==> src/rtl/nds_pkg.sv <==
package nds_pkg;
  typedef enum logic {
    OP_READ  = 1'b0,
    OP_WRITE = 1'b1
  } op_e;

  typedef enum logic {
    SEQ_LINEAR     = 1'b0,
    SEQ_INTERLEAVE = 1'b1
  } seq_e;
endpackage

==> src/rtl/nds_ctrl.sv <==
module nds_ctrl #(
  parameter int ADDR_W  = 6,
  parameter int LANES   = 2,
  parameter int BURST_W = 2
) (
  input  logic                clk,
  input  logic                rst_n,
  input  logic                clk_en,
  input  logic                adv_ld,
  input  logic                ce_ok,
  input  logic                wr,
  input  logic                ilv,
  input  logic [LANES-1:0]    byte_sel,
  input  logic [ADDR_W-1:0]   addr,
  output logic                ph_act,
  output nds_pkg::op_e        ph_op,
  output nds_pkg::seq_e       ph_seq,
  output logic [LANES-1:0]    ph_be,
  output logic [ADDR_W-1:0]   ph_base,
  output logic [BURST_W-1:0]  ph_cnt
);
  import nds_pkg::*;

  logic               act_d;
  op_e                op_d;
  seq_e               seq_d;
  logic [LANES-1:0]   be_d;
  logic [ADDR_W-1:0]  base_d;
  logic [BURST_W-1:0] cnt_d;

  always_comb begin
    act_d  = ph_act;
    op_d   = ph_op;
    seq_d  = ph_seq;
    be_d   = ph_be;
    base_d = ph_base;
    cnt_d  = ph_cnt;
    if (!adv_ld) begin
      act_d = ce_ok;
      if (ce_ok) begin
        op_d   = wr ? OP_WRITE : OP_READ;
        seq_d  = ilv ? SEQ_INTERLEAVE : SEQ_LINEAR;
        be_d   = byte_sel;
        base_d = addr;
        cnt_d  = '0;
      end
    end else if (ph_act) begin
      cnt_d = ph_cnt + 1'b1;
      be_d  = byte_sel;
    end
  end

  always_ff @(posedge clk or negedge rst_n) begin
    if (!rst_n) begin
      ph_act  <= 1'b0;
      ph_op   <= OP_READ;
      ph_seq  <= SEQ_LINEAR;
      ph_be   <= '0;
      ph_base <= '0;
      ph_cnt  <= '0;
    end else if (clk_en) begin
      ph_act  <= act_d;
      ph_op   <= op_d;
      ph_seq  <= seq_d;
      ph_be   <= be_d;
      ph_base <= base_d;
      ph_cnt  <= cnt_d;
    end
  end
endmodule

==> src/rtl/nds_burst_addr.sv <==
module nds_burst_addr #(
  parameter int ADDR_W  = 6,
  parameter int BURST_W = 2
) (
  input  logic [ADDR_W-1:0]  base,
  input  logic [BURST_W-1:0] cnt,
  input  nds_pkg::seq_e      seq,
  output logic [ADDR_W-1:0]  eff
);
  logic [BURST_W-1:0] lin_off;
  logic [BURST_W-1:0] ilv_off;

  assign lin_off = base[BURST_W-1:0] + cnt;
  assign ilv_off = base[BURST_W-1:0] ^ cnt;

  always_comb begin
    eff = base;
    eff[BURST_W-1:0] = (seq == nds_pkg::SEQ_INTERLEAVE) ? ilv_off : lin_off;
  end
endmodule

==> src/rtl/nds_array.sv <==
module nds_array #(
  parameter int ADDR_W = 6,
  parameter int LANES  = 2,
  parameter int LANE_W = 8
) (
  input  logic                    clk,
  input  logic                    we,
  input  logic [ADDR_W-1:0]       waddr,
  input  logic [LANES-1:0]        be,
  input  logic [LANES*LANE_W-1:0] wdata,
  input  logic [ADDR_W-1:0]       raddr,
  output logic [LANES*LANE_W-1:0] rdata
);
  localparam int DEPTH = 1 << ADDR_W;

  for (genvar g = 0; g < LANES; g++) begin : g_lane
    logic [LANE_W-1:0] store [DEPTH];

    always_ff @(posedge clk) begin
      if (we && be[g]) begin
        store[waddr] <= wdata[g*LANE_W +: LANE_W];
      end
    end

    assign rdata[g*LANE_W +: LANE_W] = store[raddr];
  end
endmodule

==> src/rtl/nds_sram.sv <==
module nds_sram #(
  parameter int ADDR_W  = 6,
  parameter int LANES   = 2,
  parameter int LANE_W  = 8,
  parameter int BURST_W = 2
) (
  input  logic                    clk,
  input  logic                    rst_n,
  input  logic                    clk_en,
  input  logic                    adv_ld,
  input  logic [ADDR_W-1:0]       addr,
  input  logic                    wr,
  input  logic [LANES-1:0]        byte_sel,
  input  logic                    ce_a_n,
  input  logic                    ce_b,
  input  logic                    ce_c_n,
  input  logic                    ilv,
  input  logic                    oe_n,
  input  logic [LANES*LANE_W-1:0] din,
  output logic [LANES*LANE_W-1:0] dout,
  output logic                    dq_oe
);
  import nds_pkg::*;

  localparam int DATA_W = LANES * LANE_W;

  logic               ce_ok;
  logic               ph_act;
  op_e                ph_op;
  seq_e               ph_seq;
  logic [LANES-1:0]   ph_be;
  logic [ADDR_W-1:0]  ph_base;
  logic [BURST_W-1:0] ph_cnt;
  logic [ADDR_W-1:0]  eff_addr;
  logic [DATA_W-1:0]  rd_word;
  logic               wr_fire;
  logic               rd_phase;

  assign ce_ok = !ce_a_n && ce_b && !ce_c_n;

  nds_ctrl #(.ADDR_W(ADDR_W), .LANES(LANES), .BURST_W(BURST_W)) u_ctrl (
    .clk(clk), .rst_n(rst_n), .clk_en(clk_en), .adv_ld(adv_ld),
    .ce_ok(ce_ok), .wr(wr), .ilv(ilv), .byte_sel(byte_sel), .addr(addr),
    .ph_act(ph_act), .ph_op(ph_op), .ph_seq(ph_seq), .ph_be(ph_be),
    .ph_base(ph_base), .ph_cnt(ph_cnt)
  );

  nds_burst_addr #(.ADDR_W(ADDR_W), .BURST_W(BURST_W)) u_badr (
    .base(ph_base), .cnt(ph_cnt), .seq(ph_seq), .eff(eff_addr)
  );

  assign wr_fire = clk_en && ph_act && (ph_op == OP_WRITE);

  nds_array #(.ADDR_W(ADDR_W), .LANES(LANES), .LANE_W(LANE_W)) u_arr (
    .clk(clk), .we(wr_fire), .waddr(eff_addr), .be(ph_be), .wdata(din),
    .raddr(eff_addr), .rdata(rd_word)
  );

  assign rd_phase = ph_act && (ph_op == OP_READ);
  assign dq_oe    = rd_phase && !oe_n;
  assign dout     = dq_oe ? rd_word : '0;
endmodule

==> config.mk <==
export PLATFORM = sky130hd
export DESIGN_NAME = nds_sram
export DESIGN_NICKNAME = d
export VERILOG_FILES = /design/src/rtl/nds_pkg.sv /design/src/rtl/nds_ctrl.sv /design/src/rtl/nds_burst_addr.sv /design/src/rtl/nds_array.sv /design/src/rtl/nds_sram.sv
export SDC_FILE = /design/constraint.sdc
export NUM_CORES = 1
export LEC_CHECK = 0
export BUFFER_PORTS_ARGS = -buffer_cell sky130_fd_sc_hd__buf_2
export CORE_ASPECT_RATIO = 1.5
export CORE_UTILIZATION = 50
export CTS_BUF_LIST = sky130_fd_sc_hd__clkbuf_16
export CTS_CLUSTER_DIAMETER = 50
export DETAILED_ROUTE_END_ITERATION = 8
export PLACE_DENSITY = 0.7
export SYNTH_ARGS = -nofsm -noshare
export SYNTH_HDL_FRONTEND = slang
export SYNTH_HIERARCHICAL = 1
export SYNTH_SLANG_ARGS = --single-unit
==> constraint.sdc <==
create_clock -name clk -period 2.6 [get_ports clk]
set_input_delay 0.13 -clock clk [delete_from_list [all_inputs] [get_ports clk]]
set_output_delay 0.13 -clock clk [all_outputs]
set_load 0.01 [all_outputs]
Word-level counts from Yosys, hierarchy flattened --
Memory sizes are Yosys's and may differ from the RTL's. Index checks and enable logic that the tools add are counted.
Operators by class: add/subtract/negate cells 2, multipliers 0, div/mod/pow operators 0, $lt $le $gt $ge 0, equality and inequality tests 1, shift operators 0, mux-type cells 14, bitwise operators 3, reductions and logical operators 15
Operators by type and width (number):
- 16-bit 2-to-1 mux | 1
- 2-bit 2-to-1 mux | 7
- 1-bit logical AND | 8
- 1-bit 2-to-1 mux | 6
- 3-bit AND reduction | 2
- 1-bit logical NOT | 3
- 2-bit by 1-bit adder with 2-bit output (second input constant) | 1
- 2-bit adder | 1
- 2-bit by 1-bit != test with 1-bit output (second input constant) | 1
- 1-bit inverter | 2
- 2-bit AND reduction | 1
- 2-bit nonzero test | 1
- 2-bit bitwise XOR | 1
Word-level totals: bits in registers 13, latch bits 0, bits in writable memories 1024, memory bits (read-only) 0, input bits 34, output and inout bits 17, word-level logic and storage cells 43, memories kept 2
Memories:
- u_arr.g_lane[0].store | depth 64, bits a word 8, read ports 1, clocked after Yosys merged registers in 0, wr ports 1, line nds_array.sv:17 | logic [LANE_W-1:0] store [DEPTH];
- u_arr.g_lane[1].store | depth 64, bits a word 8, read ports 1, clocked after Yosys merged registers in 0, wr ports 1, line nds_array.sv:17

Longest topological paths before layout --
Gate-level depths: netlist (run 1).
word-level depth 5, mapped depth 13, depth with buffers taken out 9

Cells and area by module --
Netlist (run 1), hierarchy kept.
Modules (own cells, without submodules):
- nds_array | times used 1, cells an instance 1906, area an instance 40123.5 sq um, seq. area each 30749.5 sq um
- nds_ctrl | times used 1, cells an instance 38, area an instance 561.8 sq um, seq. area each 325.3 sq um
- nds_sram | times used 1, cells an instance 22, area an instance 289.0 sq um, seq. area each 0.0 sq um
- nds_burst_addr | times used 1, cells an instance 9, area an instance 70.1 sq um, seq. area each 0.0 sq um

Worst setup path before layout (run 1) --
Ideal clock, no wire load.
path type register to register, start point register u_ctrl.ph_cnt[0], end point memory u_arr.g_lane[1].store[42][0], enable pin, library setup time 371 ps, arrival 2471 ps, required time 2229 ps, setup slack -241 ps, stages on the path, launching flop included 10, buffers on the path 2, period minus slack after synthesis 2841 ps, cells stage by stage dfrtp_1 -> ha_1 -> nor2b_1 -> xnor2_1 -> clkbuf_1 -> or3b_2 -> clkbuf_1 -> inv_1 -> nand2_1 -> nor2_1
Between the ends: word-level cells in the longest chain between the ends 2, elaborated cells on any way between the ends 3, classes of those cells 1 x add/sub; 1 x mux; 1 x bitwise
Ends and longest elaborated chain:
- from (decl) | line nds_ctrl.sv:20 | output logic [BURST_W-1:0] ph_cnt
- from (signal assigned) | line nds_ctrl.sv:67 | ph_cnt <= cnt_d;
- 2-bit adder | line nds_burst_addr.sv:13 | assign lin_off = base[BURST_W-1:0] + cnt;
- 2-bit 2-to-1 mux | line nds_burst_addr.sv:18 | eff[BURST_W-1:0] = (seq == nds_pkg::SEQ_INTERLEAVE) ? ilv_off : lin_off;
- named net eff_addr[1] | line nds_sram.sv:34 | logic [ADDR_W-1:0] eff_addr;
- to (decl) | line nds_array.sv:17
The timed path passes the listed nets, and every way through them passes these cells.

Worst setup path after layout (run 1) --
start point register u_ctrl.ph_cnt[0], end point output dout[1]
Between the ends: word-level cells in the longest chain between the ends 4, elaborated cells on any way between the ends 5, classes of those cells 1 x add/sub; 2 x mux; 1 x bitwise; 1 x memory
Ends and longest elaborated chain:
- 2-bit adder / 2-bit bitwise XOR (equally long branches) | line nds_burst_addr.sv:13, nds_burst_addr.sv:14
- 2-bit 2-to-1 mux * | line nds_burst_addr.sv:18
- named net eff_addr[0] | line nds_sram.sv:34
- memory 64 x 8 bit *
- named net rd_word[1] | line nds_sram.sv:35 | logic [DATA_W-1:0] rd_word;
- 16-bit 2-to-1 mux * | line nds_sram.sv:61 | assign dout = dq_oe ? rd_word : '0;
- to (decl) | line nds_sram.sv:20 | output logic [LANES*LANE_W-1:0] dout,
Mark *: on every way through the listed nets, which the timed path passes. The rest lies on a longest branch.

==> metrics, run 1 <==
status finished, violations left; violated checks setup timing; post-synth net total around 2000; die area ~83000 sq um; Worst Path Required 2.47 ns; reg-to-reg slack, setup -0.15 ns; ANT nets after route 0; core area slightly above 80000 sq um; reg-to-reg critical path startpoint u_ctrl/ph_cnt[0]$_DFFE_PN0P_; half-perimeter wire length after placement ~63000 microns; I/O pins 51; Critical R2R Capture u_arr/g_lane[1].store[26][2]$_DFFE_PP_; Tmin final around 3.8 ns; placed insts between 3000 and 4000; port buffer count 50; post-layout net count 2492; first-pass GRT wire length 148000 microns; Peak Freq about 260 MHz; hold path cells 1; multi-input logic area ~10000 sq um; count of final hold-check violations 0; Num CTS Buffers 90; period utilisation layout 145%; Reg2Reg Depth 10; Tightest Pin Transition about 1.2 ns; initial antenna violation count 4; largest net degree at the start of global routing 65; area delta synth->final 23.6%; Via-to-Cell Ratio ~6; ys async rst share approximately 1.3%; drt first pass iters 6; clock buffer depth 3; Seq/Total Area, Yosys 75.7%; Iter 0 DRT Violations 2200; GR Util All Layers between 20% and 30%; chip width 236 microns; HP Class input port to register; Total Power 49.3 mW; Setup CP Type register to output port; Synth Instances a little under 2000; clock latency on the worst-skew pair slightly below 0.7 ns; crit start category register; DRC 0; CTS tree done; crit path max fanout 8; vias in the first global route roughly 22000; EDFF count, synth 1024; total number of vias ~22000; Setup crit end kind output port; power per cell area between 900 and 1000 nW/um^2; WHS Endpoint u_arr/g_lane[0].store[19][6]$_DFFE_PP_; register area slightly above 30000 sq um; final setup fails approximately 220; final setup skew around 0.023 ns; Mapped Area ~41000 sq um; top_reg_cell synth edfxtp_1; synth warn 6; grt total ovfl 0; wirelength, routed about 100000 microns; ant diodes 0; Fin Hold WS around 0.056 ns; clk root buf clkbuf_16; FP Rows around 130; share of layout cells above drive strength 1 40.5%; Worst-path clk slew 0.07 ns; Slew headroom roughly a fifth; Clock Sinks a little over 1000; min-delay src din[6]; Slew Limit Fails 0; max_cap viols 0; critical path arrival roughly 3.6 ns; setup slack after layout -1.17 ns; number of H-tree levels 3; Avg WL per Cell roughly 28 microns; Synth Area per Inst approximately 21 sq um; Seq cells post-synth 1037; RSZ-0062 raised after global routing yes; leakage power roughly 17 nW; GP Congestion 0.841; Die Y 353 microns; Yosys cell types between 50 and 60; Max VDD drop roughly 0.56 mV; fin cells about 3600; Util after Layout between 60% and 70%; starting density of the core around half; fillers approximately 5300
[worst max-delay path, cell delays in order, from the launching register on]
cell      delay (ns)
dfrtp_1         0.41
ha_4            0.31
buf_6           0.11
buf_12          0.15
buf_12          0.12
buf_16          0.11
buf_12          0.14
mux4_2          0.52
mux2_4          0.29
nand2_2         0.06
nand4_1         0.13
and4_1          0.23
and4bb_2        0.23
buf_6           0.12
[synthesized netlist by cell type (all sizes together), types with 3 or more instances]
library cell  instances  area, sq um
nand3                24          120
a221oi               14          123
nand3b                7         65.1
nor2                142          533
and4                  5         43.8
nor2b                27          169
a21boi                3         22.5
nand4                11         68.8
nor4bb                9          149
nor4                  3         37.5
a22oi                39          293
a21oi                15         75.1
a31oi                 8         50.1
o21ai                11         55.1
or3b                  3         26.3
mux4                224         5110
a221o                 6         60.1
a311oi                8         70.1
clkbuf               28          124
mux2                 36          417
buf                  89          693
and2                  4         25.0
mux2i                88          881
a22o                  7         61.3
a41oi                 5         43.8
nand2                73          282
edfxtp             1024        30700
and4bb                7         87.6
inv                  12         45.0
a211oi               10         75.1
a211o                 8         70.1
dfrtp                13          325
[logic make-up (layout without fill, tap and decap cells)]
group | after synthesis | after routing | share of synthesized area, %
flip-flops | 1037 | 1037 | 75.7
multiplexers | 348 | 348 | 15.6
AND/OR/NAND/NOR | 323 | 323 | 4.05
AO/OA/AOI/OAI | 134 | 134 | 2.43
buffers and inverters | 130 | 681 | 2.12
XOR/XNOR | 2 | 2 | 0.0427
adder cells (fa/ha/maj) | 1 | 1 | 0.0305
[through the flow]
| step | worst slack, ns | TNS (ns) | instance area (sq um) |
|---|---|---|---|
| 4_1_cts | -1.24 | -58.79 | 50000 |
| 3_3_place_gp | -0.667 | -80.69 | 44900 |
| 2_1_floorplan | 0.00112 | 0 | 41200 |
| 3_5_place_dp | -0.679 | -93.18 | 44900 |
| 5_1_grt | -1.25 | -45.25 | 50700 |
| 6_report | -1.17 | -32.97 | 50700 |
[cell usage in the layout, fill, tap and decap left out, types with 9 or more instances in the layout]
| master | count |
|---|---|
| mux2_4 | 14 |
| buf_12 | 66 |
| dfrtp_1 | 10 |
| mux4_2 | 209 |
| a22oi_1 | 28 |
| inv_1 | 24 |
| buf_6 | 60 |
| mux2i_1 | 78 |
| dlygate4sd3_1 | 37 |
| nor2_1 | 85 |
| buf_4 | 279 |
| nand2_2 | 9 |
| nand2_1 | 62 |
| clkinv_2 | 18 |
| mux2_2 | 22 |
| buf_16 | 11 |
| nor2_4 | 45 |
| edfxtp_1 | 1024 |
| nand3_1 | 20 |
| nor2b_1 | 20 |
| nand4_1 | 11 |
| mux4_1 | 15 |
| clkinv_1 | 13 |
| a22oi_2 | 11 |
| buf_2 | 44 |
| nor2_2 | 12 |
| clkbuf_16 | 92 |
[layer usage]
metal | up-vias | GRT usage [%] | wire length, microns
li1 | 9143 | - | -
met1 | 11400 | 30.4 | 37200
met4 | 2 | 9.73 | 4130
met2 | 896 | 43.5 | 53700
met3 | 227 | 4.05 | 6460
met5 | - | 0 | 13
[how the worst max path moves through the flow]
stage | slack, ns | cells after the start | end | from
after floorplan | 0.001 | 11 | dout[1] | u_ctrl/ph_cnt[0]$_DFFE_PN0P_
after global placement | -0.67 | 13 | dout[13] | u_ctrl/ph_base[0]$_DFFE_PN0P_
after detailed placement | -0.68 | 13 | dout[8] | u_ctrl/ph_base[0]$_DFFE_PN0P_
after CTS | -1.24 | 15 | dout[10] | u_ctrl/ph_cnt[0]$_DFFE_PN0P_
after global routing | -1.25 | 13 | dout[0] | u_ctrl/ph_cnt[0]$_DFFE_PN0P_
final | -1.17 | 13 | dout[1] | u_ctrl/ph_cnt[0]$_DFFE_PN0P_
[repair_timing]
item,CTS,global route
hold buffers,37,0
endpoints found under the hold margin,355,0
setup endpoints to repair,440,647
gates cloned,12,0
setup buffers,70,28
pin swaps,57,49
gates resized for setup,200,129
[sequential cells by signal, summed over array words and instances, names as in the netlist]
name,count
u_ctrl/ph_cnt,2
u_ctrl/ph_base,6
u_ctrl/ph_be,2
u_ctrl/ph_op,1
u_ctrl/ph_act,1
u_arr/g_lane.store,1024
u_ctrl/ph_seq,1
[power by group]
group	internal [mW]	leakage, nW	total [mW]	switching [mW]
Combinational	9.27	6.10	17.5	8.25
Sequential	18.4	9.35	18.5	0.0761
Clock	7.27	1.48	13.3	5.99
Total	35.0	16.9	49.3	14.3
[area by class of cell]
| type | instances | share of cell area, % |
|---|---|---|
| sequential | 1037 | 61.3 |
| multi-input combinational | 808 | 20.1 |
| timing repair buffer | 508 | 10.3 |
| clock buffer | 92 | 4.54 |
| tap | 1040 | 2.57 |
| clock inverter | 69 | 1.16 |
| inverter | 12 | 0.0938 |
No activity file was read; power rests on OpenSTA's default activity.
==> run 2: changes to the inputs <==
- PLACE_DENSITY: 0.7 -> 0.68
- REMOVE_ABC_BUFFERS: unset -> 1
- clock period: 2.6 -> 4.6 ns (I/O delays scaled with it)
==> run 2 against run 1 <==
Net effect: the flow now finishes without violations; non-clock buffer count is 305 lower; clock skew is 0.012 ns higher; combinational power is 64% lower; final cell count is 8.1% lower; wire length is 4.9% lower; die area stayed put; sequential power is 43% lower; clock-buffer cell count is 6 higher; clock power is 42% lower; via count is 6.8% lower; largest cell class unchanged.
==> metrics, run 2 (same netlist as run 1, synthesis figures left out) <==
total number of vias around 20000; Worst Path Required about 4.4 ns; Util after Layout a little under three fifths; port buffer count 50; final setup skew ~0.034 ns; Clock Sinks 1037; GR Util All Layers a little under a quarter; Int Pwr 17.6 mW; Avg WL per Cell just under 30 microns; power per cell area roughly 530 nW/um^2; Via-to-Cell Ratio roughly 6; vias in the first global route about 21000; Placed Area approximately 43000 sq um; ant diodes 0; count of final hold-check violations 0; reg-to-reg critical path startpoint u_ctrl/ph_cnt[0]$_DFFE_PN0P_; Slew headroom 16.5%; Tmin final roughly 4.6 ns; reg-to-reg slack, setup 0.83 ns; leakage power between 10 and 15 nW; crit start category register; Setup Total Neg Slack 0 ns; Total Power 24.5 mW; final setup fails 0; post-layout net count about 2200; grt total ovfl 0; HP Class input port to async pin; DRC 0; max_cap viols 0; fillers around 6000; Setup CP Type register to output port; post-route cell area roughly 46000 sq um; clock buffer depth 3; RSZ-0062 raised after global routing no; status finished, final reports clean; die area 83300 sq um; core area 81200 sq um; Setup crit end kind output port; chip width between 200 and 250 microns; Fin Hold WS approximately 0.037 ns; CTS tree done; Net Sw Frac between 20% and 30%; Max VDD drop roughly 0.33 mV; GP Congestion roughly 0.84; clock latency on the worst-skew pair 0.67 ns; area delta synth->final 12.5%; Critical R2R Capture u_arr/g_lane[1].store[2][2]$_DFFE_PP_; Tightest Pin Transition around 1.3 ns; initial antenna violation count 2; number of H-tree levels 3; Clk pwr share 31.4%; share of layout cells above drive strength 1 a little over a quarter; drt first pass iters 5; crit path max fanout 11; Peak Freq 220 MHz; most common cell after layout, fill and taps aside edfxtp_1; clk root buf clkbuf_16; FP Rows approximately 130; Worst-path clk slew 0.06 ns; critical path arrival ~4.3 ns; first-pass GRT wire length approximately 140000 microns; Die Y 353 microns; combinational power share between 20% and 30%; Seq pwr share between 40% and 50%; Iter 0 DRT Violations around 2100; Top Registers u_arr/g_lane.store: 1024 flops, u_ctrl/ph_base: 6 flops; Reg with most FFs u_arr/g_lane.store; ANT nets after route 0; commonest cells after routing, fill and taps aside edfxtp_1 (1024), mux4_2 (207), nor2_1 (142); Reg2Reg Depth 8; starting density of the core 50.5%; Num CTS Buffers 96; wirelength, routed between 90000 and 100000 microns; I/O pins 51; max reg flops a little over 1000; Slew Limit Fails 0; Sw Pwr roughly 7.0 mW; largest net degree at the start of global routing 75; period utilisation layout between 90% and 100%; half-perimeter wire length after placement approximately 60000 microns
run 2: critical path, cell delays in order, from the launching register on:
cell	delay [ns]
dfrtp_1	0.47
ha_4	0.17
nor2b_1	0.33
xnor2_4	0.20
nor2b_1	0.77
a22oi_1	0.21
a41oi_1	0.44
o21ai_0	0.39
and4_1	0.32
nor4bb_2	0.18
buf_2	0.18
run 2: per-stage QoR:
stage / std cells / setup WS, ns
2_1_floorplan: 1857 / -8.29
3_3_place_gp: 3084 / 0.732
3_5_place_dp: 3084 / 0.707
4_1_cts: 3276 / 0.0493
5_1_grt: 3276 / 0.00753
6_report: 3276 / 0.0472
run 2: power by group through the flow:
stage               combinational (mW)  sequential (mW)  clock, mW
CTS                               6.33             10.5       7.85
finish                            6.30             10.5       7.72
detailed placement                6.24             10.7          0
global placement                  6.21             10.7          0
global route                      6.62             10.5       8.17
floorplan                         3.81             10.8          0
run 2: what timing repair did:
action / 4_1_cts / 5_1_grt
endpoints found under the setup margin: 1 / 4
buffers inserted: 1 / 0
hold buffers: 15 / 0
cloned: 0 / 0
pin swaps: 1 / 0
hold endpoints to repair: 26 / 0
gates resized for setup: 0 / 1
run 2: area by class of cell:
| cell class | instances | area (sq um) | area share (%) |
|---|---|---|---|
| inverters | 12 | 45.0 | 0.0976 |
| multi-input cells | 808 | 9130 | 19.8 |
| clock inverters | 78 | 591 | 1.28 |
| clock buffers | 98 | 2450 | 5.31 |
| well taps | 1040 | 1300 | 2.82 |
| repair buffers | 203 | 1560 | 3.38 |
| flip-flops and latches | 1037 | 31100 | 67.3 |
run 2: metal layers:
layer / track usage, % / part of all wire [%] / vias to the layer above
met3: 3.10 / 6.8 / 202
met1: 29.2 / 36 / 10500
met4: 11.0 / 4.4 / 4
li1: - / - / 8537
met5: 0 / 0.027 / -
met2: 41.2 / 53 / 928
run 2: worst max-delay path by stage:
stage | start | end | slack, ns | cells after the start
2_1_floorplan | u_ctrl/ph_cnt[0]$_DFFE_PN0P_ | u_arr/g_lane[1].store[55][0]$_DFFE_PP_ | -8.29 | 4
3_3_place_gp | u_ctrl/ph_cnt[0]$_DFFE_PN0P_ | dout[7] | 0.73 | 9
3_5_place_dp | u_ctrl/ph_cnt[0]$_DFFE_PN0P_ | dout[11] | 0.71 | 9
4_1_cts | u_ctrl/ph_cnt[0]$_DFFE_PN0P_ | dout[4] | 0.05 | 11
5_1_grt | u_ctrl/ph_cnt[0]$_DFFE_PN0P_ | dout[3] | 0.008 | 10
6_report | u_ctrl/ph_cnt[0]$_DFFE_PN0P_ | dout[11] | 0.05 | 10
==> run 3: changes to the inputs <==
- SYNTH_HIERARCHICAL: 1 -> unset
==> run 3 against run 2 <==
Net effect: synthesized area down 1.1%; combinational power down 4.9%; via count up 15%; critical path depth up 1; die area down 1.1%; non-clock buffer count down 20; final area down 0.98%; flip-flop and latch count unchanged; sequential share of layout area up 0.66 points; clock-buffer cell count down 1.
==> metrics, run 3 <==
crit path max fanout 36; placed insts roughly 3500; final setup skew approximately 0.019 ns; most common cell in the netlist edfxtp_1; Clock Sinks 1037; core area approximately 80000 sq um; slowest cell on the critical path nor4_1; HP Class input port to register; Synth Area per Inst around 17 sq um; share of layout cells above drive strength 1 17.3%; clk root buf clkbuf_16; Area contributors post-synth edfxtp_1 (76%), mux4_2 (6.9%), nand2_1 (3.9%); RSZ-0062 raised after global routing no; Setup CP Type register to output port; met2 usage between 40% and 50%; Seq/Total Area, Yosys 76.6%; Reg with most FFs u_arr.g_lane.store; EDFF count, synth approximately 1000; GR Util All Layers about a quarter; Setup crit end kind output port; GP Congestion 0.923; Num CTS Buffers 96; Slew headroom 15.5%; port buffer count 50; leakage power approximately 15 nW; Mapped Area between 40000 and 50000 sq um; count of final hold-check violations 0; starting density of the core 50.7%; half-perimeter wire length after placement 67700 microns; reg-to-reg critical path startpoint u_ctrl.ph_cnt[0]$_DFFE_PN0P_; Worst Path Required 4.37 ns; Tmin final 4.50 ns; grt total ovfl 0; max_cap viols 0; status finished, final reports clean; met3 Use GR under 10%; synth warn 0; min-delay src ce_a_n; WP buf/inv 3; routing usage on met1 between 30% and 40%; most common cell after layout, fill and taps aside edfxtp_1; Avg WL per Cell 28.9 microns; fillers ~6100; Max VDD drop ~0.39 mV; DRC 0; CP max stage delay slightly above 0.6 ns; Reg2Reg Depth 8; clock latency on the worst-skew pair roughly 0.67 ns; power per cell area 530 nW/um^2; initial antenna violation count 2; period utilisation layout between 90% and 100%; CTS tree done; fin cells about 3700; WHS Endpoint u_ctrl.ph_act$_DFFE_PN0P_; Slew Limit Fails 0; Top Registers u_arr.g_lane.store: 1024 flops, u_ctrl.ph_base: 6 flops; FP Rows approximately 130; die area 82300 sq um; Die Y around 350 microns; commonest cells after routing, fill and taps aside edfxtp_1 (1024), nand2_1 (417), nor2_1 (185); Largest delay share family, worst path simple AND/OR/NAND/NOR gates; post-layout net count 2628; GR peak layer met2; Worst-path clk slew approximately 0.06 ns; largest net degree at the start of global routing 68; Peak Freq approximately 220 MHz; clock buffer depth 3; Setup Total Neg Slack 0 ns; Yosys top cell area share approximately three quarters; top cell type by total area after synthesis edfxtp_1; ANT nets after route 0; hold path cells 4; total number of vias approximately 23000; Iter 0 DRT Violations ~2900; area delta synth->final 12.7%; Synth top cells by count edfxtp_1 (1024), nand2_1 (418), nor2_1 (185); first-pass GRT wire length around 160000 microns; cell chain of the critical path ha_4 > and2b_1 > xor2_4 > buf_12 > buf_4 > nand2_1 > nand3_1 > nand4_1 > or3_1 > nor4_1 > buf_2; Via-to-Cell Ratio about 6.3; Critical R2R Capture u_arr.g_lane[1].store[41][7]$_DFFE_PP_; crit start category register; critical path arrival about 4.3 ns; reg-to-reg slack, setup ~0.74 ns; ys async rst share roughly 1.3%; vias in the first global route approximately 24000; Yosys cell types between 50 and 60; max reg flops around 1000; wirelength, routed around 110000 microns; chip width ~230 microns; Tightest Pin Transition approximately 1.3 ns; drt first pass iters 6; Synth Instances about 2500; top_reg_cell synth edfxtp_1; final setup fails 0; Seq cells post-synth ~1000; number of H-tree levels 3; I/O pins 51
[run 3: report_power, final]
part,internal (mW),switching (mW),leakage (nW)
combinational,2.17,3.82,3.94
clock,4.24,3.49,1.56
sequential,10.4,0.0945,9.36
total,16.8,7.40,14.8
[run 3: through the flow]
stage               area [sq um]  util, %  power [mW]  setup slack (ns)  hold slack (ns)
finish                     45700     57.1        24.2            0.0960           0.0486
global route               45700     57.1        24.9         0.0000551           0.0605
CTS                        45700     57.0        24.3            0.0803           0.0204
detailed placement         42500     53.0        16.6             0.700            0.132
global placement           42500     53.0        16.5             0.763            0.125
floorplan                  39900        -        14.5             -7.73          -0.0656
[run 3: worst max path at each step]
stage	depth (start not counted)	slack, ns	to	start
floorplan	5	-7.73	u_arr.g_lane[0].store[11][0]$_DFFE_PP_	u_ctrl.ph_cnt[0]$_DFFE_PN0P_
global placement	11	0.76	dout[9]	u_ctrl.ph_cnt[0]$_DFFE_PN0P_
detailed placement	11	0.70	dout[11]	u_ctrl.ph_cnt[0]$_DFFE_PN0P_
CTS	10	0.08	dout[3]	u_ctrl.ph_cnt[0]$_DFFE_PN0P_
global route	10	0.00006	dout[4]	u_ctrl.ph_cnt[0]$_DFFE_PN0P_
finish	11	0.1	dout[11]	u_ctrl.ph_cnt[0]$_DFFE_PN0P_
[run 3: cell families (layout without fill, tap and decap cells)]
family | after synthesis | count (layout) | synth area share (%)
buffers and inverters | 140 | 361 | 1.67
AND/OR/NAND/NOR | 872 | 872 | 9.35
other | 0 | 1 | 0
flip-flops | 1037 | 1037 | 76.6
XOR/XNOR | 3 | 3 | 0.176
adder cells (fa/ha/maj) | 1 | 1 | 0.0308
multiplexers | 204 | 204 | 8.97
AO/OA/AOI/OAI | 194 | 194 | 3.22
[run 3: metal layers]
layer	part of all wire [%]	vias up
li1	-	9814
met1	36	11900
met5	0.011	-
met4	6.4	2
met3	7.6	310
met2	50	1294
[run 3: layout make-up]
cell class,instances,area (sq um),share of cell area (%)
clock buffers,97,2430,5.31
multi-input cells,1274,8870,19.4
well taps,1032,1290,2.82
diodes,1,2.50,0.00547
inverters,1,3.75,0.00821
repair buffers,183,1430,3.13
clock inverters,80,609,1.33
flip-flops and latches,1037,31100,68.0
[run 3: worst reg2reg max path, cell delays in order, from the launching register on]
cell     delay, ns
dfrtp_1       0.44
ha_4          0.15
and2b_1       0.30
xor2_4        0.43
buf_4         0.22
buf_12        0.19
nand2_1       0.49
buf_4         0.43
nor2_1        0.83
[run 3: repair_timing]
action | CTS | global route
buffers inserted | 2 | 1
resized for setup | 0 | 3
hold buffers | 16 | 0
endpoints found under the setup margin | 1 | 6
pin swaps | 0 | 0
hold endpoints to repair | 26 | 0
